## src/rtl/wtk_pkg.sv

```systemverilog
package wtk_pkg;

    localparam logic [15:0] CRC_POLY   = 16'h1021;
    localparam logic [15:0] CRC_PRESET = 16'hFFFF;
    localparam logic [7:0]  CRC_MARK   = 8'hF7;

    typedef enum logic [1:0] {
        ST_IDLE,
        ST_HLOAD,
        ST_GUARD,
        ST_WRITE
    } wtk_state_e;

    typedef enum logic [1:0] {
        SLOT_DATA,
        SLOT_LOST,
        SLOT_CRC_HI,
        SLOT_CRC_LO
    } wtk_slot_e;

endpackage

```

## src/rtl/wtk_bitdiv.sv

```systemverilog
module wtk_bitdiv #(
    parameter int DIV_MFM = 8,
    parameter int DIV_FM  = 16
) (
    input  logic clk,
    input  logic rst_n,
    input  logic mfm,
    output logic bit_tick
);
    localparam int DMAX = (DIV_FM > DIV_MFM) ? DIV_FM : DIV_MFM;
    localparam int CW   = $clog2(DMAX);

    logic [CW-1:0] cnt_d, cnt_q;
    logic [CW-1:0] lim;

    always_comb begin
        lim      = mfm ? CW'(DIV_MFM - 1) : CW'(DIV_FM - 1);
        bit_tick = (cnt_q >= lim);
        cnt_d    = bit_tick ? '0 : cnt_q + 1'b1;
    end

    // Only reset clears the divider; commands never touch it.
    always_ff @(posedge clk or negedge rst_n) begin
        if (!rst_n) cnt_q <= '0;
        else        cnt_q <= cnt_d;
    end
endmodule

```

## src/rtl/wtk_crc_step.sv

```systemverilog
module wtk_crc_step #(
    parameter logic [15:0] POLY = 16'h1021
) (
    input  logic [15:0] crc_i,
    input  logic [7:0]  byte_i,
    output logic [15:0] crc_o
);
    always_comb begin
        logic [15:0] acc;
        acc = crc_i ^ {byte_i, 8'h00};
        for (int i = 0; i < 8; i++) begin
            acc = acc[15] ? ((acc << 1) ^ POLY) : (acc << 1);
        end
        crc_o = acc;
    end
endmodule

```

## src/rtl/wtk_format_engine.sv

```systemverilog
module wtk_format_engine
    import wtk_pkg::*;
#(
    parameter int HEAD_LOAD_CLKS = 20000,
    parameter int GUARD_BITS     = 24,
    parameter int FI_BITS        = 12,
    parameter int DIV_MFM        = 8,
    parameter int DIV_FM         = 16
) (
    input  logic       clk,
    input  logic       rst_n,
    input  logic       cmd_go,
    input  logic       mfm,
    input  logic       index_in,
    input  logic [7:0] host_byte,
    input  logic       host_valid,
    input  logic       force_irq,
    output logic       ser_bit,
    output logic       ser_valid,
    output logic       busy,
    output logic       drq,
    output logic       lost_data
);
    localparam int HLW = $clog2(HEAD_LOAD_CLKS + 1);
    localparam int GW  = $clog2(GUARD_BITS + 1);
    localparam int FW  = $clog2(FI_BITS + 1);

    typedef struct packed {
        wtk_state_e  st;
        logic [HLW-1:0] hl_cnt;
        logic [GW-1:0]  gcnt;
        logic        guard_done;
        logic        fi_act;
        logic [FW-1:0] fi_cnt;
        logic        drq;
        logic [7:0]  hold;
        logic        hold_full;
        logic [7:0]  sh;
        logic [2:0]  bitcnt;
        logic [15:0] crc;
        logic        crc_lo_pend;
        logic [7:0]  crc_lo;
        logic        f7_alt;
        logic        lost;
        logic        ser_bit;
        logic        ser_valid;
        logic        idx_q;
    } wtk_regs_t;

    wtk_regs_t r_d, r_q;

    logic        bit_tick;
    logic        idx_rise;
    wtk_slot_e   slot_kind;
    logic [7:0]  slot_byte;
    logic [15:0] crc_next;

    wtk_bitdiv #(.DIV_MFM(DIV_MFM), .DIV_FM(DIV_FM)) u_div (
        .clk      (clk),
        .rst_n    (rst_n),
        .mfm      (mfm),
        .bit_tick (bit_tick)
    );

    // Choose what the next byte slot carries.
    always_comb begin
        if (r_q.crc_lo_pend) begin
            slot_kind = SLOT_CRC_LO;
            slot_byte = r_q.crc_lo;
        end else if (!r_q.hold_full) begin
            slot_kind = SLOT_LOST;
            slot_byte = 8'h00;
        end else if (r_q.hold == CRC_MARK && !r_q.f7_alt) begin
            slot_kind = SLOT_CRC_HI;
            slot_byte = r_q.crc[15:8];
        end else begin
            slot_kind = SLOT_DATA;
            slot_byte = r_q.hold;
        end
    end

    wtk_crc_step #(.POLY(CRC_POLY)) u_crc (
        .crc_i  (r_q.crc),
        .byte_i (slot_byte),
        .crc_o  (crc_next)
    );

    always_comb begin
        r_d           = r_q;
        r_d.ser_valid = 1'b0;
        r_d.idx_q     = index_in;
        idx_rise      = index_in & ~r_q.idx_q;

        if (r_q.drq && host_valid) begin
            r_d.hold      = host_byte;
            r_d.hold_full = 1'b1;
            r_d.drq       = 1'b0;
        end

        unique case (r_q.st)
            ST_IDLE: begin
                if (cmd_go) begin
                    r_d.st          = ST_HLOAD;
                    r_d.hl_cnt      = HLW'(HEAD_LOAD_CLKS - 1);
                    r_d.gcnt        = '0;
                    r_d.guard_done  = 1'b0;
                    r_d.fi_act      = 1'b0;
                    r_d.fi_cnt      = '0;
                    r_d.drq         = 1'b0;
                    r_d.hold_full   = 1'b0;
                    r_d.crc         = CRC_PRESET;
                    r_d.crc_lo_pend = 1'b0;
                    r_d.f7_alt      = 1'b0;
                    r_d.lost        = 1'b0;
                end
            end
            ST_HLOAD: begin
                if (r_q.hl_cnt == '0) begin
                    r_d.st  = ST_GUARD;
                    r_d.drq = 1'b1;
                end else begin
                    r_d.hl_cnt = r_q.hl_cnt - 1'b1;
                end
            end
            ST_GUARD: begin
                if (bit_tick && !r_q.guard_done) begin
                    r_d.gcnt = r_q.gcnt + 1'b1;
                    if (r_q.gcnt == GW'(GUARD_BITS - 1)) r_d.guard_done = 1'b1;
                end
                if (r_q.guard_done && idx_rise) begin
                    r_d.st     = ST_WRITE;
                    r_d.bitcnt = 3'd0;
                end
            end
            ST_WRITE: begin
                if (idx_rise) begin
                    r_d.st  = ST_IDLE;
                    r_d.drq = 1'b0;
                end else if (bit_tick) begin
                    r_d.ser_valid = 1'b1;
                    if (r_q.bitcnt == 3'd0) begin
                        r_d.ser_bit = slot_byte[7];
                        r_d.sh      = {slot_byte[6:0], 1'b0};
                        r_d.bitcnt  = 3'd7;
                        unique case (slot_kind)
                            SLOT_CRC_LO: begin
                                r_d.crc_lo_pend = 1'b0;
                                r_d.crc         = CRC_PRESET;
                            end
                            SLOT_LOST: begin
                                r_d.lost   = 1'b1;
                                r_d.crc    = crc_next;
                                r_d.f7_alt = 1'b0;
                            end
                            SLOT_CRC_HI: begin
                                r_d.crc_lo      = r_q.crc[7:0];
                                r_d.crc_lo_pend = 1'b1;
                                r_d.f7_alt      = 1'b1;
                                r_d.hold_full   = 1'b0;
                                r_d.drq         = 1'b1;
                            end
                            default: begin
                                r_d.crc       = crc_next;
                                r_d.f7_alt    = 1'b0;
                                r_d.hold_full = 1'b0;
                                r_d.drq       = 1'b1;
                            end
                        endcase
                    end else begin
                        r_d.ser_bit = r_q.sh[7];
                        r_d.sh      = {r_q.sh[6:0], 1'b0};
                        r_d.bitcnt  = r_q.bitcnt - 3'd1;
                    end
                end
            end
            default: r_d.st = ST_IDLE;
        endcase

        // Abort path: counts bit ticks before taking effect.
        if (r_q.st != ST_IDLE) begin
            if (r_q.fi_act) begin
                if (bit_tick) begin
                    if (r_q.fi_cnt == FW'(FI_BITS - 1)) begin
                        r_d.st        = ST_IDLE;
                        r_d.drq       = 1'b0;
                        r_d.fi_act    = 1'b0;
                        r_d.ser_valid = 1'b0;
                    end else begin
                        r_d.fi_cnt = r_q.fi_cnt + 1'b1;
                    end
                end
            end else if (force_irq) begin
                r_d.fi_act = 1'b1;
                r_d.fi_cnt = '0;
            end
        end
    end

    always_ff @(posedge clk or negedge rst_n) begin
        if (!rst_n) r_q <= '0;
        else        r_q <= r_d;
    end

    assign ser_bit   = r_q.ser_bit;
    assign ser_valid = r_q.ser_valid;
    assign busy      = (r_q.st != ST_IDLE);
    assign drq       = r_q.drq;
    assign lost_data = r_q.lost;

endmodule

```

## config.mk

```make
export PLATFORM = sky130hd
export DESIGN_NAME = wtk_format_engine
export DESIGN_NICKNAME = d
export VERILOG_FILES = /design/src/rtl/wtk_pkg.sv /design/src/rtl/wtk_bitdiv.sv /design/src/rtl/wtk_crc_step.sv /design/src/rtl/wtk_format_engine.sv
export SDC_FILE = /design/constraint.sdc
export NUM_CORES = 1
export LEC_CHECK = 0
export BUFFER_PORTS_ARGS = -buffer_cell sky130_fd_sc_hd__buf_4
export CAP_MARGIN = 20
export CORE_ASPECT_RATIO = 0.5
export CORE_MARGIN = 2
export CORE_UTILIZATION = 57
export DETAILED_ROUTE_END_ITERATION = 8
export PLACE_DENSITY = 0.73
export SLEW_MARGIN = 40
export SYNTH_ARGS = -nofsm -noshare
export SYNTH_HDL_FRONTEND = slang
export SYNTH_HIERARCHICAL = 1
export SYNTH_SLANG_ARGS = --single-unit
export TNS_END_PERCENT = 1
```

## constraint.sdc

```tcl
create_clock -name clk -period 7.6 [get_ports clk]
set_input_delay 0.76 -clock clk [delete_from_list [all_inputs] [get_ports clk]]
set_output_delay 0.76 -clock clk [all_outputs]
set_load 0.01 [all_outputs]
```

# Word level (Yosys, flattened, before mapping)
# Cells that the tools add are included.
[classes] n_bitwise=12 n_mul=0 magnitude_cmp=1 n_shift=0 div_mod_pow=0 reduce_logical=25 mux=71 n_eq_ne=21 addsub=5
[op_table] op="13-bit two-way mux" count=8
[op_table] op="41-bit two-way mux" count=2
[op_table] op="17-bit case mux with 2 select lines" count=1
[op_table] op="8-bit two-way mux" count=4
[op_table] op="16-bit case mux with 2 select lines" count=1
[op_table] op="15-bit case mux with 2 select lines" count=1
[op_table] op="29-bit two-way mux" count=1
[op_table] op="27-bit two-way mux" count=1
[op_table] op="3-bit NOT" count=8
[op_table] op="6-bit AND reduction" count=4
[op_table] op="2-bit two-way mux" count=11
[op_table] op="2-bit inequality test, second input constant" count=10
[op_table] op="1-bit two-way mux" count=19
[op_table] op="6-bit two-way mux" count=3
[op_table] op="17-bit two-way mux" count=1
[op_table] op="16-bit bitwise XOR" count=1
[op_table] op="15-bit logical NOT" count=1
[op_table] op="15-bit two-way mux" count=1
[op_table] op="5-bit two-way mux" count=3
[op_table] op="15-bit by 1-bit subtractor with 15-bit output, second input constant" count=1
[op_table] op="4-bit two-way mux" count=3
[op_table] op="6-bit case mux with 2 select lines" count=1
[op_table] op="11-bit two-way mux" count=1
[op_table] op="10-bit two-way mux" count=1
[op_table] op="28 further kinds" count=47
[totals] input_bits=15 mem_count=0 mem_bits_ro=0 reg_bits=83 latch_bits=0 ramBits=0 word_cells=155

# Logic depth before layout (Yosys ltp)
[depth] word_depth=31 ltp_mapped=9 mapped_depth_nobuf=9

# Cells and area by module
# The synthesis kept the hierarchy.
[modules_own_cells] mod="wtk_format_engine" area_per_inst_um2=4150.2 cells_each=405 instances=1
[modules_own_cells] mod="wtk_crc_step" area_per_inst_um2=369.1 cells_each=25 instances=1
[modules_own_cells] mod="wtk_bitdiv" area_per_inst_um2=191.4 cells_each=15 instances=1

# Worst setup path before layout
# OpenSTA, ideal clock, no wires.
[synth_path] kind="input to register" from="in mfm" to="reg r_q[10] (netlist name)" n_path_buf=2 slack_ns=4.962 arrival_ns=2.513 stages=8 setup_ns=0.125 path_cell_list="ha_1 -> a31o_4 -> and3_1 -> clkbuf_1 -> nand2_1 -> or4_4 -> buf_6 -> mux2_4"
[synth_between] elab_chain_len=3
[synth_rtl] element="start: declaration" line_no="wtk_format_engine.sv:13" source="input logic mfm,"
[synth_rtl] element="4-bit two-way mux" line_no="wtk_bitdiv.sv:17" source="lim = mfm ? CW'(DIV_MFM - 1) : CW'(DIV_FM - 1);"
[synth_rtl] element="4-bit greater-or-equal comparator" line_no="wtk_bitdiv.sv:18" source="bit_tick = (cnt_q >= lim);"
[synth_rtl] element="named net bit_tick" line_no="wtk_format_engine.sv:52" source="logic bit_tick;"
[synth_rtl] element="5-bit AND reduction (no line)"
[synth_rtl] element="end signal: assignment" line_no="wtk_format_engine.sv:201" source="else r_q <= r_d;"
[synth_rtl] element="end: declaration" line_no="wtk_format_engine.sv:50" source="wtk_regs_t r_d, r_q;"
# The timed path passes the listed nets, and every way through them passes these cells.
# A chain may end at the register's enable or synchronous reset.

# Worst setup path in the final report
[layout_path] from="reg r_q[13] (netlist name)" to="reg r_q[26] (netlist name)"
[layout_between] elab_chain_len=16 elab_cells_between_ends=22 classes_between="3 x eq/ne; 15 x mux; 3 x bitwise; 1 x reduce/logical"
[layout_rtl] element="8-bit two-way mux (*)" line_no="wtk_format_engine.sv:67" source="if (r_q.crc_lo_pend) begin"
[layout_rtl] element="named net slot_byte[7]" line_no="wtk_format_engine.sv:55" source="logic [7:0] slot_byte;"
[layout_rtl] element="16-bit bitwise XOR (*)" line_no="wtk_crc_step.sv:10" source="acc = crc_i ^ {byte_i, 8'h00};"
[layout_rtl] element="13-bit two-way mux (*) (7 in a row)" line_no="wtk_crc_step.sv:12" source="acc = acc[15] ? ((acc << 1) ^ POLY) : (acc << 1);"
[layout_rtl] element="3-bit NOT (no line)"
[layout_rtl] element="13-bit two-way mux (*)" line_no="wtk_crc_step.sv:12"
[layout_rtl] element="named net crc_next[12]" line_no="wtk_format_engine.sv:56" source="logic [15:0] crc_next;"
[layout_rtl] element="16-bit case mux with 2 select lines (*)" line_no="wtk_format_engine.sv:145" source="unique case (slot_kind)"
[layout_rtl] element="27-bit two-way mux (*)" line_no="wtk_format_engine.sv:141" source="if (r_q.bitcnt == 3'd0) begin"
[layout_rtl] element="41-bit two-way mux (*)" line_no="wtk_format_engine.sv:139" source="end else if (bit_tick) begin"
[layout_rtl] element="41-bit two-way mux (*)" line_no="wtk_format_engine.sv:136" source="if (idx_rise) begin"
[layout_rtl] element="17-bit case mux with 2 select lines (*)" line_no="wtk_format_engine.sv:100" source="unique case (r_q.st)"
# The timed path passes the listed nets; every way through them passes the cells marked *. The select of a mux whose other input is x is not followed.

==> metrics.cfg <==
[timing]
worstMarginPinSlew_ps=776.5
rsz0062_at_grt=no
slew_headroom_pct=48.12
hold_viol_final=0
period_share_pct=39.01
max_freq_ghz=0.3373
fin_skew_ps=6.129
fin_crit_ps=2965
fin_tns_setup_ps=0
setup_viol=0
finalMaxSlewViolations=0

[synthesis]
yosysUniqueCellTypes=67
muxShareOfSynthArea_pct=10.46
async_flop_share_pct=100.0
synth.net_count=472
yosys.area_share.adder_pct=3.187
ys.warnings.count=6
netlist_area_sq_um=4711
synth-compound-area-share_pct=12.01
postSynthCellCount=445
synth_edf_count=0
synth_top_family_by_area=simple AND/OR/NAND/NOR gates
ys_seq_area_share_pct=43.56
yosys.area_share.simple_pct=18.75
synth_xor_area_share_pct=9.429
syn_avg_cell_area_sq_um=10.59
ys_ff_latch=82
synthFlopType=dfrtp_1

[floorplan]
core_sq_um=8000
num_rows=23
dieHeight_um=68.29
start_util_pct=58.88
die_w_um=132.6
die-area_sq_um=9052
ios=20

[cts]
htreeDepth=3
cts-root-buf=clkbuf_16
cts_hold_buffers=0
ctsResizeCount=0
cts_inserted_buffers=9
cts_setup_buffers=0
path_clk_slew_ps=60
clk_latency_ps=340
cts.sinks=82
tritoncts=yes
cts_buffer_depth=2

[setup_path]
r2r-start=r_q[13]$_DFFE_PN0P_
critPathMaxFanout=16
endpoint_kind=flip-flop
arrival_ps=3190
worst-r2r-cell-count=8
critPathKind=reg -> reg
startpoint_type=flip-flop
r2r_end=r_q[26]$_DFFE_PN0P_
reg2reg_slack_ps=4630
worstPathRequired_ps=7820

[grt]
grt_start_max_net_pins=83
grt-ovfl-total=0
grt_util_all_layers_pct=22.89
antenna_found_initial=0
grt_pass1_wl_mm=15.85
grt_pass1_vias=3162

[layout]
n_fill_cell=641
nNetsFinal=491
antenna_cells=0
drive_above_1_share_pct=20.26
seq_area_sq_um=2052
multi_input_area_sq_um=2549
area.growth.synth_to_final_pct=12.64

[route]
vias=3278
wire_per_inst_um=16.13
top_layer=met4
wl_met2_mm=4.170
vias_per_cell=5.642
dr.pass1.iters=4
wl_met3_um=394
drt_iter0_drc=247
m1WireLength_mm=4.728
drcViolationCount=0
ant_nets=0
wl_mm=9.372

[pwr]
p_leak_uw=0.002291
ir_worst_vdd_mv=0.1454
cellPowerDensity_nw_per_um2=238.3
total_power_uw=1265

[hold_path]
hold_path.class=in -> async

[placement]
hpwlAfterDp_mm=6.531
gp_congestion=0.8672
io_buffer_count=19

[outcome]
outcome=finished, final reports clean

[flow_run]
drv_cap=0

-- layout make-up --
cell class | instances | area share (%)
clock inverter | 3 | 0.8253
sequential | 82 | 38.67
tap | 112 | 2.641
inverter | 16 | 1.132
timing repair buffer | 21 | 3.419
multi-input combinational | 334 | 48.03
clock buffer | 13 | 5.282
-- cell usage in the layout, fill, tap and decap left out, drive strengths merged, types with 4 or more instances in the layout --
master / count
a21oi: 19
a31oi: 7
and3: 7
buf: 21
clkbuf: 13
dfrtp: 82
ha: 12
inv: 17
mux2: 34
mux2i: 8
nand2: 34
nand2b: 29
nand3: 12
nand4: 6
nor2: 37
nor2b: 7
nor3: 9
nor3b: 5
o21ai: 18
o31ai: 6
or3: 6
xnor2: 13
xnor3: 5
xor2: 11
xor3: 4
-- registers in the layout (all words and copies together), names as in the netlist --
| signal | cells |
|---|---|
| r_q | 74 |
| u_div/cnt_q | 4 |
| drq | 1 |
| lost_data | 1 |
| ser_bit | 1 |
| ser_valid | 1 |
-- Yosys cell counts, types with 2 or more instances --
| cell type | n | area share (%) |
|---|---|---|
| mux2_4 | 8 | 2.5 |
| o21ai_0 | 18 | 1.9 |
| nand2b_1 | 29 | 3.9 |
| and3_2 | 3 | 0.48 |
| xnor2_2 | 3 | 1.0 |
| xnor3_1 | 5 | 2.4 |
| nor3b_1 | 5 | 0.80 |
| dfrtp_1 | 82 | 44 |
| mux2i_1 | 8 | 1.7 |
| xor3_1 | 3 | 1.5 |
| nand4_1 | 6 | 0.80 |
| o211ai_1 | 2 | 0.32 |
| xnor2_1 | 10 | 1.9 |
| o41ai_1 | 2 | 0.37 |
| buf_2 | 2 | 0.21 |
| nor3_1 | 9 | 0.96 |
| nor4b_1 | 2 | 0.37 |
| nor2_1 | 36 | 2.9 |
| and3_1 | 4 | 0.53 |
| o22a_1 | 3 | 0.56 |
| nand3_2 | 2 | 0.42 |
| nand3_1 | 10 | 1.1 |
| clkbuf_1 | 8 | 0.64 |
| xor2_1 | 11 | 2.0 |
| or2_2 | 3 | 0.40 |
| or3_1 | 5 | 0.66 |
| nor2b_1 | 7 | 0.93 |
| ha_1 | 12 | 3.2 |
| o31ai_1 | 5 | 0.80 |
| nand2_1 | 34 | 2.7 |
| a21oi_1 | 18 | 1.9 |
| a31oi_1 | 7 | 0.93 |
| and2_1 | 3 | 0.40 |
| a21o_1 | 3 | 0.48 |
| mux2_2 | 26 | 6.2 |
| a22oi_1 | 3 | 0.48 |
| inv_1 | 16 | 1.3 |
| a32oi_1 | 2 | 0.37 |
| a211oi_1 | 2 | 0.32 |
-- routing by layer --
layer  global-route usage, %  up-vias
li1                        -     1627
met1                   30.98     1595
met2                   36.33       50
met3                   6.222        6
met4                   7.661        0
met5                       0        -
-- worst max-delay path, stage by stage, from the launching register on --
cell      delay, ps
dfrtp_1         550
nor2b_1         690
and3_2          300
a31oi_1          50
nand2_1         200
xnor3_1         430
xnor3_1         210
nand2b_1        150
mux2_2          250
-- cells by family after synthesis --
family | Yosys count
and+or+nand+nor | 166
DFF | 82
AOI/OAI and AO/OA | 81
muxes | 42
xor gates and xnor gates | 33
buffers and inverters | 29
adders and majority gates | 12
-- metrics by stage --
step	setup slack [ps]	utilization, %	instance area (sq um)	std cells	hold WS, ps
floorplan	4962	-	4711	445	442.3
global placement	4466	61.73	4938	564	463.4
detailed placement	4536	61.87	4950	564	463.7
CTS	4672	65.92	5274	580	477.5
global route	4462	66.33	5306	581	263.8
finish	4635	66.33	5306	581	259.1
-- worst max-delay path by stage --
stage                        start                   to  slack [ps]
2_1_floorplan                  mfm  r_q[10]$_DFFE_PN0P_        4960
3_3_place_gp                   mfm  r_q[19]$_DFFE_PN0P_        4470
3_5_place_dp                   mfm        drq$_DFF_PN0_        4540
4_1_cts        r_q[13]$_DFFE_PN0P_  r_q[26]$_DFFE_PN0P_        4670
5_1_grt        r_q[13]$_DFFE_PN0P_  r_q[20]$_DFFE_PN0P_        4460
6_report       r_q[13]$_DFFE_PN0P_  r_q[26]$_DFFE_PN0P_        4630
-- where the power goes --
part / switching [uW] / total, uW / internal, uW
combinational: 174 / 291 / 118
clock: 173 / 463 / 291
sequential: 37.3 / 510 / 472
total: 384 / 1260 / 881
(Power assumes the default switching activity.)
